$ cat config.mk
export PLATFORM = sky130hd
export DESIGN_NAME = llr_ref_gen
export DESIGN_NICKNAME = d
export VERILOG_FILES = /design/src/rtl/llr_pkg.sv /design/src/rtl/llr_cfg_regs.sv /design/src/rtl/llr_regime_sel.sv /design/src/rtl/llr_divider.sv /design/src/rtl/llr_ref_gen.sv
export SDC_FILE = /design/constraint.sdc
export NUM_CORES = 1
export LEC_CHECK = 0
export ABC_AREA = 1
export BUFFER_PORTS_ARGS = -buffer_cell sky130_fd_sc_hd__buf_2
export CORE_MARGIN = 1
export CORE_UTILIZATION = 40
export CTS_CLUSTER_DIAMETER = 30
export DETAILED_ROUTE_END_ITERATION = 16
export GPL_TIMING_DRIVEN = 0
export PLACE_DENSITY = 0.56
export SETUP_SLACK_MARGIN = 0.5
export SLEW_MARGIN = 40
export SYNTH_ARGS = -nofsm -noshare
export SYNTH_HDL_FRONTEND = slang
export SYNTH_HIERARCHICAL = 1
export SYNTH_SLANG_ARGS = --single-unit
export TNS_END_PERCENT = 5
$ cat constraint.sdc
create_clock -name clk -period 18.5 [get_ports clk]
set_clock_uncertainty 0.15 [all_clocks]
set_input_delay 0.925 -clock clk [delete_from_list [all_inputs] [get_ports clk]]
set_output_delay 0.925 -clock clk [all_outputs]
set_load 0.01 [all_outputs]
$ cat src/rtl/llr_pkg.sv
// Package: shared regime encoding and register address map for the
// load-line reference generator. Assumes a 4-bit register address.
package llr_pkg;

    typedef enum logic [1:0] {
        RG_LOW  = 2'd0,
        RG_HIGH = 2'd1,
        RG_TOP  = 2'd2
    } regime_e;

    localparam int AW = 4;

    localparam logic [AW-1:0] A_VTOP = 4'd0;
    localparam logic [AW-1:0] A_VH1  = 4'd1;
    localparam logic [AW-1:0] A_VH2  = 4'd2;
    localparam logic [AW-1:0] A_VL1  = 4'd3;
    localparam logic [AW-1:0] A_VL2  = 4'd4;
    localparam logic [AW-1:0] A_P1   = 4'd5;
    localparam logic [AW-1:0] A_P2   = 4'd6;
    localparam logic [AW-1:0] A_TSUP = 4'd7;
    localparam logic [AW-1:0] A_THYS = 4'd8;
    localparam logic [AW-1:0] A_THI  = 4'd9;
    localparam logic [AW-1:0] A_TLO  = 4'd10;

endpackage

$ cat src/rtl/llr_cfg_regs.sv
// Setpoint register file: holds thresholds, voltages and power limits.
// Assumes DW >= VW and DW >= PW. Unmapped addresses are dropped.
module llr_cfg_regs #(
    parameter int VW = 12,
    parameter int PW = 12,
    parameter int DW = 12
) (
    input  logic                 clk,
    input  logic                 rst_n,
    input  logic                 we,
    input  logic [llr_pkg::AW-1:0] addr,
    input  logic [DW-1:0]        wdata,
    output logic [VW-1:0]        v_top,
    output logic [VW-1:0]        v_h1,
    output logic [VW-1:0]        v_h2,
    output logic [VW-1:0]        v_l1,
    output logic [VW-1:0]        v_l2,
    output logic [PW-1:0]        p1,
    output logic [PW-1:0]        p2,
    output logic [VW-1:0]        t_sup,
    output logic [VW-1:0]        t_hys,
    output logic [VW-1:0]        t_hi,
    output logic [VW-1:0]        t_lo
);
    import llr_pkg::*;

    logic [VW-1:0] wv;
    logic [PW-1:0] wp;

    // Purpose: slice write data to the voltage and power widths.
    always_comb begin
        wv = wdata[VW-1:0];
        wp = wdata[PW-1:0];
    end

    // Purpose: store one register per mapped address write.
    always_ff @(posedge clk) begin
        if (!rst_n) begin
            v_top <= '0; v_h1 <= '0; v_h2 <= '0; v_l1 <= '0; v_l2 <= '0;
            p1 <= '0; p2 <= '0;
            t_sup <= '0; t_hys <= '0; t_hi <= '0; t_lo <= '0;
        end else if (we) begin
            case (addr)
                A_VTOP:  v_top <= wv;
                A_VH1:   v_h1  <= wv;
                A_VH2:   v_h2  <= wv;
                A_VL1:   v_l1  <= wv;
                A_VL2:   v_l2  <= wv;
                A_P1:    p1    <= wp;
                A_P2:    p2    <= wp;
                A_TSUP:  t_sup <= wv;
                A_THYS:  t_hys <= wv;
                A_THI:   t_hi  <= wv;
                A_TLO:   t_lo  <= wv;
                default: ;
            endcase
        end
    end

endmodule

$ cat src/rtl/llr_regime_sel.sv
// Regime selector: classifies each accepted sample into low-line,
// high-line or top regime, with hysteresis on the top threshold and a
// hold band between the low and high thresholds. Provides the next
// regime combinationally so the datapath can use it in the accept cycle.
module llr_regime_sel #(
    parameter int VW = 12
) (
    input  logic             clk,
    input  logic             rst_n,
    input  logic             acc,
    input  logic [VW-1:0]    vin,
    input  logic [VW-1:0]    t_sup,
    input  logic [VW-1:0]    t_hys,
    input  logic [VW-1:0]    t_hi,
    input  logic [VW-1:0]    t_lo,
    output llr_pkg::regime_e rg_next,
    output llr_pkg::regime_e rg_q
);
    import llr_pkg::*;

    logic [VW-1:0] exit_lvl;

    // Purpose: level below which the top regime is released (floored at 0).
    always_comb begin
        exit_lvl = (t_hys > t_sup) ? '0 : (t_sup - t_hys);
    end

    // Purpose: choose the regime for the sample being offered.
    always_comb begin
        if (vin > t_sup)                         rg_next = RG_TOP;
        else if (rg_q == RG_TOP && vin >= exit_lvl) rg_next = RG_TOP;
        else if (vin >= t_hi)                    rg_next = RG_HIGH;
        else if (vin < t_lo)                     rg_next = RG_LOW;
        else if (rg_q == RG_TOP)                 rg_next = RG_HIGH;
        else                                     rg_next = rg_q;
    end

    // Purpose: update the held regime on each accepted sample.
    always_ff @(posedge clk) begin
        if (!rst_n)   rg_q <= RG_LOW;
        else if (acc) rg_q <= rg_next;
    end

    p_top_entry_r3: assert property (@(posedge clk) disable iff (!rst_n)
        (acc && vin > t_sup) |=> (rg_q == RG_TOP));

    p_low_entry_r6: assert property (@(posedge clk) disable iff (!rst_n)
        (acc && vin < t_lo && vin < t_hi && rg_q != RG_TOP) |=> (rg_q == RG_LOW));

    p_dead_hold_r7: assert property (@(posedge clk) disable iff (!rst_n)
        (acc && vin >= t_lo && vin < t_hi && rg_q != RG_TOP) |=> $stable(rg_q));

endmodule

$ cat src/rtl/llr_divider.sv
// Sequential restoring divider: one quotient bit per cycle, NW cycles per
// division. Assumes a nonzero divisor and a quotient that fits OW bits.
// Outputs the low OW quotient bits with a one-cycle done pulse.
module llr_divider #(
    parameter int NW = 24,
    parameter int DWD = 12,
    parameter int OW = 12
) (
    input  logic            clk,
    input  logic            rst_n,
    input  logic            start,
    input  logic [NW-1:0]   num,
    input  logic [DWD-1:0]  den,
    output logic            busy,
    output logic            done,
    output logic [OW-1:0]   quo_o
);
    localparam int CW = $clog2(NW + 1);

    logic [NW-1:0]  quo;
    logic [DWD-1:0] rem;
    logic [DWD-1:0] den_q;
    logic [CW-1:0]  cnt;
    logic [DWD:0]   rem_sh;
    logic           fit;

    // Purpose: shift in the next dividend bit and test against the divisor.
    always_comb begin
        rem_sh = {rem, quo[NW-1]};
        fit    = (rem_sh >= {1'b0, den_q});
    end

    // Purpose: run the shift-subtract iterations and flag completion.
    always_ff @(posedge clk) begin
        if (!rst_n) begin
            quo <= '0; rem <= '0; den_q <= '0; cnt <= '0;
            busy <= 1'b0; done <= 1'b0;
        end else begin
            done <= 1'b0;
            if (start && !busy) begin
                quo   <= num;
                rem   <= '0;
                den_q <= den;
                cnt   <= CW'(NW);
                busy  <= 1'b1;
            end else if (busy) begin
                rem  <= fit ? DWD'(rem_sh - {1'b0, den_q}) : rem_sh[DWD-1:0];
                quo  <= {quo[NW-2:0], fit};
                cnt  <= cnt - 1'b1;
                if (cnt == CW'(1)) begin
                    busy <= 1'b0;
                    done <= 1'b1;
                end
            end
        end
    end

    assign quo_o = quo[OW-1:0];

    p_done_pulse_r11: assert property (@(posedge clk) disable iff (!rst_n)
        done |=> !done);

endmodule

$ cat src/rtl/llr_ref_gen.sv
// Load-line reference generator top. Per accepted sample it picks the
// regime, selects the two endpoint voltages, and either returns a clamp
// value next cycle or interpolates through the sequential divider.
// Assumes P1 < power < P2 whenever the divider is started.
module llr_ref_gen #(
    parameter int VW = 12,
    parameter int PW = 12,
    parameter int DW = 12
) (
    input  logic                 clk,
    input  logic                 rst_n,
    input  logic                 cfg_we,
    input  logic [llr_pkg::AW-1:0] cfg_addr,
    input  logic [DW-1:0]        cfg_wdata,
    input  logic                 in_valid,
    output logic                 in_ready,
    input  logic [VW-1:0]        vin_rms,
    input  logic [PW-1:0]        pout,
    output logic [VW-1:0]        ref_out,
    output logic                 out_valid
);
    import llr_pkg::*;

    localparam int NW = VW + PW;

    logic [VW-1:0] v_top, v_h1, v_h2, v_l1, v_l2, t_sup, t_hys, t_hi, t_lo;
    logic [PW-1:0] p1, p2;
    regime_e       rg_next, rg_q;

    logic          acc, clamp_lo, clamp_hi, div_start, div_busy, div_done;
    logic [VW-1:0] sel_v1, sel_v2, mag, q_w;
    logic [PW-1:0] pdel, pspan;
    logic [NW-1:0] num;
    logic [VW-1:0] cap_v1, cap_v2;
    logic          cap_dec, waiting;

    llr_cfg_regs #(.VW(VW), .PW(PW), .DW(DW)) u_cfg (
        .clk(clk), .rst_n(rst_n), .we(cfg_we), .addr(cfg_addr), .wdata(cfg_wdata),
        .v_top(v_top), .v_h1(v_h1), .v_h2(v_h2), .v_l1(v_l1), .v_l2(v_l2),
        .p1(p1), .p2(p2), .t_sup(t_sup), .t_hys(t_hys), .t_hi(t_hi), .t_lo(t_lo)
    );

    llr_regime_sel #(.VW(VW)) u_rg (
        .clk(clk), .rst_n(rst_n), .acc(acc), .vin(vin_rms),
        .t_sup(t_sup), .t_hys(t_hys), .t_hi(t_hi), .t_lo(t_lo),
        .rg_next(rg_next), .rg_q(rg_q)
    );

    llr_divider #(.NW(NW), .DWD(PW), .OW(VW)) u_div (
        .clk(clk), .rst_n(rst_n), .start(div_start), .num(num), .den(pspan),
        .busy(div_busy), .done(div_done), .quo_o(q_w)
    );

    assign in_ready = !waiting;
    assign acc      = in_valid && in_ready;

    // Purpose: pick endpoint voltages and clamp decisions for the offered sample.
    always_comb begin
        case (rg_next)
            RG_TOP:  begin sel_v1 = v_top; sel_v2 = v_top; end
            RG_HIGH: begin sel_v1 = v_h1;  sel_v2 = v_h2;  end
            default: begin sel_v1 = v_l1;  sel_v2 = v_l2;  end
        endcase
        clamp_lo  = (rg_next == RG_TOP) || (pout <= p1);
        clamp_hi  = (pout >= p2);
        mag       = (sel_v2 >= sel_v1) ? (sel_v2 - sel_v1) : (sel_v1 - sel_v2);
        pdel      = pout - p1;
        pspan     = p2 - p1;
        num       = NW'(mag) * NW'(pdel);
        div_start = acc && !clamp_lo && !clamp_hi;
    end

    // Purpose: register the setpoint, the strobe and the wait state.
    always_ff @(posedge clk) begin
        if (!rst_n) begin
            ref_out <= '0; out_valid <= 1'b0; waiting <= 1'b0;
            cap_v1 <= '0; cap_v2 <= '0; cap_dec <= 1'b0;
        end else begin
            out_valid <= 1'b0;
            if (acc) begin
                cap_v1  <= sel_v1;
                cap_v2  <= sel_v2;
                cap_dec <= (sel_v2 < sel_v1);
                if (clamp_lo) begin
                    ref_out <= sel_v1; out_valid <= 1'b1;
                end else if (clamp_hi) begin
                    ref_out <= sel_v2; out_valid <= 1'b1;
                end else begin
                    waiting <= 1'b1;
                end
            end else if (waiting && div_done) begin
                ref_out   <= cap_dec ? (cap_v1 - q_w) : (cap_v1 + q_w);
                out_valid <= 1'b1;
                waiting   <= 1'b0;
            end
        end
    end

    p_in_range_r9: assert property (@(posedge clk) disable iff (!rst_n)
        out_valid |-> ((ref_out >= cap_v1 && ref_out <= cap_v2) ||
                       (ref_out <= cap_v1 && ref_out >= cap_v2)));

    p_top_flat_r3: assert property (@(posedge clk) disable iff (!rst_n)
        (out_valid && rg_q == RG_TOP) |-> (ref_out == $past(v_top)));

    p_hold_r11: assert property (@(posedge clk) disable iff (!rst_n)
        !out_valid |-> $stable(ref_out));

    p_busy_ready_r11: assert property (@(posedge clk) disable iff (!rst_n)
        div_busy |-> !in_ready);

endmodule

After elaboration in Yosys (flattened, before gate mapping)

Index checks and enable logic that the tools add are counted.

Add/sub/neg operators: 9
Bitwise operators: 2
$mul: 1
Reduce and logical (&&, ||, !) cells: 29
Equality and inequality tests: 17
Multiplexer cells: 31
Order comparisons: 10

Operators with widths:

| cell                | number |
|---|---|
| $mux 12             | 8 |
| $sub 12x12->12      | 7 |
| $ge 12x12->1        | 4 |
| $mux 24             | 2 |
| $pmux 12 s2         | 2 |
| $gt 12x12->1        | 2 |
| $lt 12x12->1        | 2 |
| $mul 12x12->24      | 1 |
| $reduce_and 2->1    | 12 |
| $eq 4x3->1 const B  | 4 |
| $ge 13x12->1        | 1 |
| $add 12x12->12      | 1 |
| $eq 4x4->1 const B  | 3 |
| $le 12x12->1        | 1 |
| $mux 1              | 12 |
| $mux 2              | 5 |
| $mux 5              | 2 |
| $eq 4x2->1 const B  | 2 |
| $logic_and 1x1->1   | 6 |
| $eq 5x1->1 const B  | 1 |
| $sub 5x1->5 const B | 1 |
| $eq 2x2->1 const B  | 2 |
| $eq 4x1->1 const B  | 1 |
| $logic_not 1->1     | 4 |
| 10 further kinds    | 13 |

Output and inout port bits: 14
Bits in registers: 216
Bits of input ports: 44
Word-level logic and storage cells: 123

Logic depth before layout (Yosys ltp)

Gate-level depths: netlist of run 1.

Word-level depth: 13
Gate-level depth with buffers: 68
Gate-level depth less buffers: 65

Hierarchy

Netlist of run 1, hierarchy kept.

By module, submodules not included:

| module         | instances | cells each | area an instance (µm²) | seq. area each (µm²) |
|---|---|---|---|---|
| llr_ref_gen    | 1         | 1453       | 9800.6                 | 540.5 |
| llr_cfg_regs   | 1         | 752        | 5288.8                 | 2642.5 |
| llr_divider    | 1         | 499        | 3249.4                 | 1101.1 |
| llr_regime_sel | 1         | 338        | 1999.4                 | 40.0 |

Worst setup path after synthesis of run 1

Ideal clock, no wire load.

Path type: register -> register
Start point: register u_cfg.t_sup[0]
End point: register u_div.quo[19]
Cell stages (with the launch flop): 60
Arrival: 9.323 ns
Library setup time: 0.110 ns
Buffers on the path: 3
Required time: 18.240 ns
Path slack: 8.917 ns
Clock period less this slack: 9.583 ns
Cell sequence: dfxtp_1 -> inv_1 -> ha_1 -> fa_1 -> inv_1 -> a21oi_2 -> o21bai_2 -> nand2_1 -> nand2_2 -> buf_6 -> nand3_1 -> ha_1 -> nand2_1 -> inv_1 -> nand2_1 -> nand2_1 -> a21oi_1 -> nand2_1 -> [24 not listed] -> fa_1 -> inv_1 -> fa_1 -> fa_1 -> inv_1 -> fa_1 -> inv_1 -> ha_1 -> nand2_1 -> nor2_1 -> nand2_1 -> o21ai_0 -> a31oi_1 -> xnor2_1 -> nand2_1 -> o221ai_1 -> nand2_1 -> inv_1

Elaborated cells on any way between the ends: 24
Those cells by class: add/sub: 3; mul: 1; order compare: 4; eq/ne: 2; mux: 7; reduce/logical: 7

RTL lines:

| what                                           | RTL line             | RTL |
|---|---|---|
| start: declaration                             | llr_cfg_regs.sv:20   | `output logic [VW-1:0] t_sup,` |
| start signal: assignment                       | llr_cfg_regs.sv:51   | `A_TSUP: t_sup <= wv;` |
| $sub 12x12->12 or $gt 12x12->1 (tied branches) | llr_regime_sel.sv:25 | `exit_lvl = (t_hys > t_sup) ? '0 : (t_sup - t_hys);` |
| $mux 12                                        | llr_regime_sel.sv:25 |  |
| $ge 12x12->1                                   | llr_regime_sel.sv:31 | `else if (rg_q == RG_TOP && vin >= exit_lvl) rg_next = RG_TOP;` |
| $logic_and 1x1->1                              | llr_regime_sel.sv:31 |  |
| $mux 2                                         | llr_regime_sel.sv:31 |  |
| $mux 2 *                                       | llr_regime_sel.sv:30 | `if (vin > t_sup) rg_next = RG_TOP;` |
| net rg_next[0]                                 | llr_ref_gen.sv:28    | `regime_e rg_next, rg_q;` |
| $eq 2x1->1 or $eq 2x2->1 (tied branches)       | llr_ref_gen.sv:59    | `case (rg_next)` |
| $pmux 12 s2                                    | llr_ref_gen.sv:59    |  |
| $sub 12x12->12 or $ge 12x12->1 (tied branches) | llr_ref_gen.sv:66    | `mag = (sel_v2 >= sel_v1) ? (sel_v2 - sel_v1) : (sel_v1 - sel_v2);` |
| $mux 12 *                                      | llr_ref_gen.sv:66    |  |
| $mul 12x12->24 *                               | llr_ref_gen.sv:69    | `num = NW'(mag) * NW'(pdel);` |
| net num[19]                                    | llr_ref_gen.sv:33    | `logic [NW-1:0] num;` |
| $mux 24 *                                      | llr_divider.sv:40    | `if (start && !busy) begin` |
| end signal: assignment                         | llr_divider.sv:41    | `quo <= num;` |
| end signal: assignment                         | llr_divider.sv:48    | `quo <= {quo[NW-2:0], fit};` |
| end: declaration                               | llr_divider.sv:20    | `logic [NW-1:0] quo;` |

Mark *: on every way through the listed nets, which the timed path passes. The rest lies on a longest branch.
A chain may end at the register's enable or synchronous reset.

Worst setup path in the final report of run 1

Start point: register u_cfg.t_sup[0]
End point: register u_div.quo[16]

The elaborated chain is that of the path after synthesis.

==> metrics.txt, run 1 <==
top-area cell type share of the netlist area=a little over a fifth; CTS clk-pin slew, worst paths=about 50 ps; Antenna Diode Count=0; most used routing layer=met2; cts hold-fix bufs=0; status=finished, final reports clean; Resized cells post-CTS=0; Post-synth ARST share=0%; Max-slew headroom=49.85%; Final ANT Viol Nets=0; final WL=61700 um; reg2reg setup slack=7030 ps; final max-slew violation count=0; DRC errors left=0; crit path time final=11470 ps; most used cell, CP=nand2_1; most common cell in the netlist=nand2_1; Worst setup EP type=flip-flop; CP Max Fanout=10; Bufs on Longest Clock Path=3; r2r endpoint=u_div/quo[16]$_SDFFE_PN0P_; DR vias=19210; Mean Syn Cell Area=6.686 um2; Global Route met2 Usage=40.50%; TritonCTS clock tree=built; met1 usage=30.76%; CTS Root Cell=clkbuf_16; largest net degree at the start of global routing=20; Hold WC Path Type=reg -> reg; post-route clock period utilization=62.02%; Initial Util=40.54%; Die X=227.5 um; layout net count=3516; syn_nets=3398; measured slew at the worst slew-check pin=752.2 ps; Via density=a little under 5; H-tree Lvls=2; Worst Setup Start Kind=flip-flop; Hold Startpoint=u_div/den_q[6]$_SDFFE_PN0P_; Syn. warnings=6; RSZ-0062 raised after global routing=no; setup bufs post-CTS=0; worst hold path stage count=2; R2R cell count=57; GR Util All Layers=24.12%; met3 Use GR=roughly 4.2%; Post-synth top flop=dfxtp_1; WL/cell=15.90 um; GPL Wtd Cong=slightly above 0.9; initial antenna violation count=3; I/O Buffers=57; Synth area leader=dfxtp_1; die height=227.5 um; Hold Fails Final Rpt=0; Post-Syn Area=20340 um2; Synth Register Bits=between 200 and 250; area growth from synthesis to layout=17.07%; total congestion overflow=0; synthesized instance count=around 3000; worst path required time=18930 ps; number of DRC markers in iteration 0=1136; reg2reg start=u_cfg/t_sup[0]$_SDFFE_PN0P_; # IOs=58; first-pass GRT wire length=97830 um; fillers=5178; Core Region=50170 um2; top cells by area, synth=dfxtp_1 (21%), nand2_1 (14%), ha_1 (13%); clk_lat worst skew=approximately 650 ps; CP peak stage delay=~540 ps; most frequent cells after synthesis=nand2_1 (757), nor2_1 (465), inv_1 (460); critical path class=reg -> reg; die area=about 52000 um2; Netlist cell types=53; Hold EP=u_div/den_q[6]$_SDFFE_PN0P_; HPWL Detailed=49290 um; Fmax achieved=0.08715 GHz; Post-synth EDFFs=0; share of cells above drive strength 1=under 10%; Clock Sinks=216; drt pass-1 iters=5; vias in the first global route=18850; Slowest cell on crit path=fa_1; Rows=between 80 and 90; setup TNS=0 ps; Num CTS Buffers=59; sequential-to-total area share from yosys stat=a little over a fifth; Setup violations, final=0; max cap viols=0; worst path arrival time=11900 ps
==> worst max-delay path by stage <==
stage	from	to	slack (ps)
finish	u_cfg/t_sup[0]$_SDFFE_PN0P_	u_div/quo[16]$_SDFFE_PN0P_	7030
global route	u_cfg/t_sup[0]$_SDFFE_PN0P_	u_div/quo[16]$_SDFFE_PN0P_	6060
detailed placement	u_cfg/t_sup[0]$_SDFFE_PN0P_	u_div/quo[16]$_SDFFE_PN0P_	6920
CTS	u_cfg/t_sup[0]$_SDFFE_PN0P_	u_div/quo[16]$_SDFFE_PN0P_	6930
global placement	u_cfg/t_sup[0]$_SDFFE_PN0P_	u_div/quo[16]$_SDFFE_PN0P_	7050
floorplan	u_cfg/t_sup[0]$_SDFFE_PN0P_	u_div/quo[19]$_SDFFE_PN0P_	8920
==> worst max-delay path: cells and delay by family (launching register included) <==
family / cells / cell delay, ps
adders and majority gates: 11 / 4730
buffers and inverters: 14 / 1490
xor gates and xnor gates: 1 / 160
AOI/OAI and AO/OA: 4 / 920
and+or+nand+nor: 27 / 3590
DFF: 1 / 360
==> layout by cell type (no fill, tap or decap), types with 17 or more instances in the layout <==
master / synthesis / layout
nand2_1: 757 / 757
nor2_1: 465 / 465
inv_1: 460 / 460
dfxtp_1: 216 / 216
ha_1: 205 / 205
nand3_1: 195 / 195
a21oi_1: 133 / 133
fa_1: 107 / 107
o21ai_0: 106 / 104
buf_2: 20 / 77
clkbuf_16: 0 / 59
nand4_1: 54 / 54
clkbuf_1: 41 / 42
xor2_1: 43 / 38
xnor2_1: 24 / 23
buf_4: 20 / 20
buf_6: 17 / 17
==> sequential cells by signal, indices dropped and copies added (netlist names), 5 cells and up <==
name	count
u_cfg/v_h1	12
u_cfg/v_l1	12
u_cfg/t_hys	12
u_cfg/v_h2	12
u_cfg/v_l2	12
u_cfg/p1	12
u_cfg/t_lo	12
u_div/cnt	5
u_cfg/p2	12
u_cfg/t_sup	12
cap_v1	12
ref_out	12
u_div/quo	24
u_cfg/t_hi	12
u_cfg/v_top	12
u_div/den_q	12
u_div/rem	12
==> kinds of logic (layout without fill, tap and decap cells) <==
family | count (synthesis) | in the layout | synth area share, %
buf+inv | 586 | 752 | 12.00
compound gates | 307 | 307 | 8.422
xor+xnor | 67 | 67 | 2.885
fa+ha+maj | 312 | 312 | 23.14
simple gates | 1554 | 1554 | 32.29
flops | 216 | 216 | 21.26
==> per-layer routing <==
| layer | part of all wire [%] | up-vias |
|---|---|---|
| met5 | 0.063 | - |
| met3 | 4.8 | 114 |
| met1 | 46 | 8892 |
| met4 | 3.1 | 6 |
| li1 | - | 9779 |
| met2 | 46 | 423 |
==> area by class of cell <==
cell class | instances | area, um2 | area share (%)
multi-input combinational | 2240 | 13620 | 57.22
sequential | 216 | 4324 | 18.16
inverter | 480 | 1802 | 7.567
clock buffer | 67 | 1577 | 6.621
tap | 672 | 840.8 | 3.531
clock inverter | 42 | 718.2 | 3.016
buffer | 106 | 638.1 | 2.680
timing repair buffer | 57 | 285.3 | 1.198
==> per-stage QoR <==
| stage | cell area (um2) | std cells | hold WS [ps] | setup slack, ps | util [%] |
|---|---|---|---|---|---|
| 6_report | 23810 | 3880 | 314.5 | 7025 | 47.46 |
| 5_1_grt | 23810 | 3880 | 333.5 | 6063 | 47.46 |
| 4_1_cts | 23790 | 3880 | 316.1 | 6927 | 47.41 |
| 3_5_place_dp | 21490 | 3771 | 309.8 | 6921 | 42.84 |
| 3_3_place_gp | 21460 | 3771 | 304.3 | 7051 | 42.78 |
| 2_1_floorplan | 20340 | 3042 | 283.2 | 8917 | - |
Power of run 1 is not shown: default switching activity piles up to over one toggle a cycle in this logic, so the estimate is an artifact.
==> run 2: changes to the inputs <==
ABC_AREA = 0   (was 1)
PLACE_DENSITY = 0.58   (was 0.56)
clock period = 10.4 ns   (was 18.5 ns; I/O delays follow)
==> metrics.txt, run 2 <==
synthesized instance count=2338 (-23%); first-pass GRT wire length=88460 um (-9.6%); Core Region=47750 um2 (-4.8%); crit path time final=11240 ps (-232.3 ps); largest net degree at the start of global routing=20 (unchanged); sequential-to-total area share from yosys stat=22.30% (+1.0 points); total congestion overflow=0 (unchanged); Hold WC Path Type=in -> reg; max reg flops=24 (unchanged); post-route clock period utilization=108.1% (+46 points); Worst Setup Start Kind=flip-flop; Post-synth ARST share=0% (unchanged); H-tree Lvls=2 (unchanged); Clock Sinks=216 (unchanged); Mean Syn Cell Area=8.295 um2 (+24%); CTS Root Cell=clkbuf_16; share of cells above drive strength 1=18.91% (+9.7 points); worst hold path stage count=3 (+1); Initial Util=40.62% (+0.080 points); GPL Wtd Cong=0.8890 (-4.9%); Hold Fails Final Rpt=0 (unchanged); number of DRC markers in iteration 0=853 (-25%); most used cell, CP=fa_1; HPWL Detailed=43270 um (-12%); fillers=4387 (-15%); WL/cell=17.79 um (+12%); reg2reg start=u_cfg/t_sup[0]$_SDFFE_PN0P_; reg2reg setup slack=-840 ps (-7870 ps); Hold EP=u_cfg/t_lo[8]$_SDFFE_PN0P_; pwr/cell area=between 200 and 250 nW/um2; most common cell in the netlist=nand2_1; Fin Hold WS=30.29 ps (-284.2 ps); Post-Place Setup Slack=-1907 ps (-8829 ps); Post-Syn Area=19390 um2 (-4.6%); top cells by area, synth=dfxtp_1 (22%), ha_1 (13%), fa_1 (11%); CP bufs+invs=12 (-2); Hold Startpoint=cfg_wdata[8]; commonest non-fill, non-tap cell in the layout=nand2_1; failing checks=setup timing; Top Family by Delay on Critical Path=adder cells; initial antenna violation count=1 (-2); CP Max Fanout=10 (unchanged); VDD IR max=128.2 uV; Syn. warnings=6 (unchanged); worst path arrival time=11590 ps (-310 ps); Register Area=4325 um2 (about the same); Worst setup EP type=flip-flop; final max-slew violation count=0 (unchanged); Final ANT Viol Nets=0 (unchanged); TritonCTS clock tree=built; top-area cell type share of the netlist area=22.30% (+1.0 points); Synth area leader=dfxtp_1; status=complete, but fails checks; Tot Pwr=4.962 mW; max cap viols=0 (unchanged); final non-filler cell total=3191 (-18%); RSZ-0062 raised after global routing=yes; CTS clk-pin slew, worst paths=50 ps (about the same); Netlist cell types=91 (+72%); DRC errors left=0 (unchanged); final WL=56770 um (-8.0%); layout net count=2883 (-18%); R2R cell count=52 (-8.8%); r2r endpoint=u_div/quo[23]$_SDFFE_PN0P_; Synth Register Bits=216 (unchanged); syn_nets=2694 (-21%); Via density=5.266 (+6.3%); Slowest cell on crit path=fa_1; Top reg by flops=u_div/quo; DP Cell Count=3011 (-20%); Post-synth top flop=dfxtp_1; Placed Area=20940 um2 (-2.6%); Num CTS Buffers=57 (-3.4%); Rows=80 (-2.4%); Final Instance Area=24430 um2 (+2.6%); die height=222.2 um (-2.3%); Post-synth EDFFs=0 (unchanged); # IOs=58 (unchanged); Leakage Power=roughly 11 nW; Max-slew headroom=44.22% (-5.6 points); final core utilization=51.17% (+3.7 points); DR vias=16810 (-13%); Bufs on Longest Clock Path=3 (unchanged); CP peak stage delay=550 ps (about the same); Die X=222.2 um (-2.3%); worst path required time=10750 ps (-8180 ps); most frequent cells after synthesis=nand2_1 (367), inv_1 (272), dfxtp_1 (216); commonest cells after routing, fill and taps aside=nand2_1 (353), inv_1 (254), dfxtp_1 (215); multi-input logic area=14480 um2 (+6.3%); GR Util All Layers=22.53% (-1.6 points); setup TNS=-7484 ps (-7484 ps); vias in the first global route=16700 (-11%); Setup violations, final=14 (+14); I/O Buffers=57 (unchanged); final setup margin=-842.3 ps (-7868 ps); area growth from synthesis to layout=25.99%; measured slew at the worst slew-check pin=833.8 ps (+81.57 ps); die area=49370 um2 (-4.6%); clk_lat worst skew=630 ps (-20 ps); drt pass-1 iters=5 (unchanged); critical path class=reg -> reg; Fmax achieved=0.08895 GHz (+2.1%)
[run 2: changes by cell type after synthesis, sizes merged, moves of 25 or more]
cell	before	now
xnor2	24	56
nand3	203	29
nand2b	0	40
and2	3	47
a21oi	135	102
nand2	777	367
nor2b	0	25
inv	465	272
mux2i	0	177
nand4	55	11
nor2	478	131
o21ai	109	83
a21boi	3	29
[run 2: worst max-delay path by stage]
stage                                 from                         end  slack [ps]  cells past startpoint
6_report       u_cfg/t_sup[0]$_SDFFE_PN0P_  u_div/quo[23]$_SDFFE_PN0P_        -840                     52
5_1_grt        u_cfg/t_sup[0]$_SDFFE_PN0P_  u_div/quo[23]$_SDFFE_PN0P_       -1300                     57
4_1_cts        u_cfg/t_sup[0]$_SDFFE_PN0P_  u_div/quo[23]$_SDFFE_PN0P_        -850                     54
3_5_place_dp   u_cfg/t_sup[0]$_SDFFE_PN0P_  u_div/quo[22]$_SDFFE_PN0P_       -1910                     53
3_3_place_gp   u_cfg/t_sup[0]$_SDFFE_PN0P_  u_div/quo[22]$_SDFFE_PN0P_       -1840                     52
2_1_floorplan  u_cfg/t_sup[0]$_SDFFE_PN0P_  u_div/quo[23]$_SDFFE_PN0P_           7                     56
[run 2: per-layer routing]
layer / vias to the layer above / share of wire (%) / global-route usage, %
met4: 0 / 3.2 / 8.132
met1: 8122 / 45 / 28.57
met3: 108 / 3.8 / 3.253
met2: 337 / 48 / 38.73
met5: - / 0 / 0
li1: 8238 / - / -
[run 2: what timing repair did]
item,CTS,global route
setup buffers,29,34
gates cloned,3,4
hold endpoints to repair,2,0
hold buffers,2,0
setup endpoints to repair,20,20
gates resized for setup,73,101
pin swaps,31,73
[run 2: layout make-up]
cell class	instances	area share, %
well taps	615	3.149
flip-flops and latches	216	17.70
clock inverters	43	2.315
plain buffers	124	3.216
diodes	1	0.01024
clock buffers	64	6.109
multi-input cells	1725	59.28
repair buffers	130	4.015
inverters	273	4.204
[run 2: logic make-up after synthesis]
logic type	synth area share [%]
and+or+nand+nor	17.06
AOI/OAI and AO/OA	14.69
buffers and inverters	8.458
adders and majority gates	24.27
DFF	22.30
muxes	9.271
xor gates and xnor gates	3.955
[run 2: report_power, final]
group | switching (mW) | total (mW) | internal [mW]
Combinational | 1.20 | 2.23 | 1.03
Clock | 0.589 | 1.85 | 1.26
Sequential | 0.0204 | 0.881 | 0.860
Total | 1.81 | 4.96 | 3.15
[run 2: worst min-delay path, delay by kind of cell]
family | cells | cell delay (ps)
buffers and inverters | 1 | 110
AND/OR/NAND/NOR | 1 | 70
multiplexers | 1 | 60
Power figures use the tool's default switching activity.
==> run 3: changes to the inputs <==
PLACE_DENSITY = 0.56   (was 0.58)
TNS_END_PERCENT = default   (was 5)
clock period = 10.8 ns   (was 10.4 ns; I/O delays follow)
==> metrics.txt, run 3 (synthesis gave the netlist of run 2 again) <==
vias in the first global route=17410 (+4.2%); cts hold-fix bufs=0 (-2); commonest cells after routing, fill and taps aside=nand2_1 (349), inv_1 (248), dfxtp_1 (212); r2r endpoint=u_div/quo[23]$_SDFFE_PN0P_; Top reg by flops=u_div/quo; crit path time final=11320 ps (+74.02 ps); HPWL Detailed=43730 um (+1.1%); Antenna Diode Count=0 (-1); layout net count=2945 (+2.2%); Hold Fails Final Rpt=0 (unchanged); R2R cell count=55 (+5.8%); total congestion overflow=0 (unchanged); VDD IR max=118.1 uV (-7.9%); Setup violations, final=12 (-2); Clock Sinks=216 (unchanged); setup TNS=-4145 ps (+3339 ps); area growth from synthesis to layout=29.62%; reg2reg setup slack=-520 ps (+330 ps); final max-slew violation count=0 (unchanged); Final ANT Viol Nets=0 (unchanged); DRC errors left=0 (unchanged); fillers=4402 (+0.34%); reg2reg start=u_cfg/t_sup[0]$_SDFFE_PN0P_; GR Util All Layers=23.64% (+1.1 points); Num CTS Buffers=58 (+1.8%); worst path arrival time=11670 ps (+80 ps); WL/cell=18.11 um (+1.8%); Initial Util=40.62% (unchanged); max cap viols=0 (unchanged); Core Region=47750 um2 (unchanged); Placed Area=20940 um2 (about the same); Register Area=4329 um2 (about the same); Final Instance Area=25140 um2 (+2.9%); CTS Root Cell=clkbuf_16; post-route clock period utilization=104.8% (-3.3 points); max layer used=met4; metal2 WL=28880 um (+5.2%); H-tree Lvls=2 (unchanged); failing checks=setup timing; Via density=5.266 (about the same); drt pass-1 iters=5 (unchanged); GPL Wtd Cong=0.8964 (+0.83%); critical path class=reg -> reg; share of cells above drive strength 1=22.49% (+3.6 points); Hold Startpoint=cfg_wdata[6]; CP Max Fanout=7 (-3); CTS clk-pin slew, worst paths=50 ps (about the same); CP peak stage delay=520 ps (-30 ps); die area=49370 um2 (unchanged); RSZ-0062 raised after global routing=yes; measured slew at the worst slew-check pin=861.8 ps (+27.97 ps); first-pass GRT wire length=93080 um (+5.2%); Max-slew headroom=42.13% (-2.1 points); final setup margin=-516.3 ps (+326.0 ps); M1 WL=25790 um (+1.7%); Worst setup EP type=flip-flop; final WL=58900 um (+3.8%); Die X=222.2 um (unchanged); worst hold path stage count=3 (unchanged); Bufs on Longest Clock Path=3 (unchanged); worst path required time=11150 ps (+400 ps); Rows=80 (unchanged); Worst Setup Start Kind=flip-flop; status=complete, but fails checks; DR vias=17120 (+1.9%); Leakage Power=10.99 nW (+3.5%); Slowest cell on crit path=fa_1; commonest non-fill, non-tap cell in the layout=nand2_1; Fmax achieved=0.08837 GHz (-0.65%); Hold WC Path Type=in -> reg; clk_lat worst skew=640 ps (about the same); largest net degree at the start of global routing=19 (-5.0%); # IOs=58 (unchanged); Met3 Wirelength=2297 um (+7.6%); initial antenna violation count=0 (-1); max reg flops=24 (unchanged); most used cell, CP=buf_4; TritonCTS clock tree=built; Hold EP=u_cfg/t_lo[6]$_SDFFE_PN0P_; pwr/cell area=193.4 nW/um2 (-4.8%); die height=222.2 um (unchanged); number of DRC markers in iteration 0=1008 (+18%); multi-input logic area=14750 um2 (+1.8%); I/O Buffers=57 (unchanged)
## run 3: where the power goes
part / switching, mW / total (mW) / internal [mW]
logic: 1.23 / 2.30 / 1.07
clock network: 0.554 / 1.71 / 1.16
registers: 0.0197 / 0.848 / 0.829
## run 3: final cells by class
class	count	share of cell area (%)
clock buffer	74	6.331
timing repair buffer	191	5.684
clock inverter	34	1.563
buffer	124	3.370
sequential	216	17.22
multi-input combinational	1725	58.68
tap	615	3.061
inverter	273	4.086
## run 3: worst max path at each step
stage                                start  slack, ps                    endpoint
3_3_place_gp   u_cfg/t_sup[0]$_SDFFE_PN0P_      -1360  u_div/quo[22]$_SDFFE_PN0P_
6_report       u_cfg/t_sup[0]$_SDFFE_PN0P_       -520  u_div/quo[23]$_SDFFE_PN0P_
3_5_place_dp   u_cfg/t_sup[0]$_SDFFE_PN0P_      -1430  u_div/quo[23]$_SDFFE_PN0P_
2_1_floorplan  u_cfg/t_sup[0]$_SDFFE_PN0P_        410  u_div/quo[23]$_SDFFE_PN0P_
4_1_cts        u_cfg/t_sup[0]$_SDFFE_PN0P_       -440  u_div/quo[23]$_SDFFE_PN0P_
5_1_grt        u_cfg/t_sup[0]$_SDFFE_PN0P_       -940  u_div/quo[23]$_SDFFE_PN0P_
## run 3: repair_timing
item                                    CTS  global route
cloned                                    9             0
pin swaps                                86            94
resized for setup                       160           105
endpoints found under the setup margin   19            19
buffers inserted                         82            42
## run 3: worst max-delay path, delay by kind of cell, from the launching register on
family | cells | cell delay [ps]
adder cells (fa/ha/maj) | 11 | 3770
AO/OA/AOI/OAI | 13 | 2430
AND/OR/NAND/NOR | 11 | 2000
multiplexers | 2 | 330
flip-flops | 1 | 330
buffers and inverters | 16 | 1830
XOR/XNOR | 2 | 340
## run 3: metrics by stage
stage               instances  utilization (%)  setup slack [ps]  power [mW]  hold WS, ps
floorplan                2338                -             407.7       2.311        284.7
global placement         3010            43.82             -1362       2.695        292.2
detailed placement       3011            43.85             -1428       2.709        297.2
CTS                      3210            51.14            -440.0       4.731        5.162
global route             3252            52.65            -937.8       5.188        31.34
finish                   3252            52.65            -516.3       4.863        34.39
## run 3: metal layers
metal	track usage, %	vias to the layer above
li1	-	8368
met1	29.34	8273
met2	41.43	365
met3	3.147	118
met4	8.938	0
met5	0	-
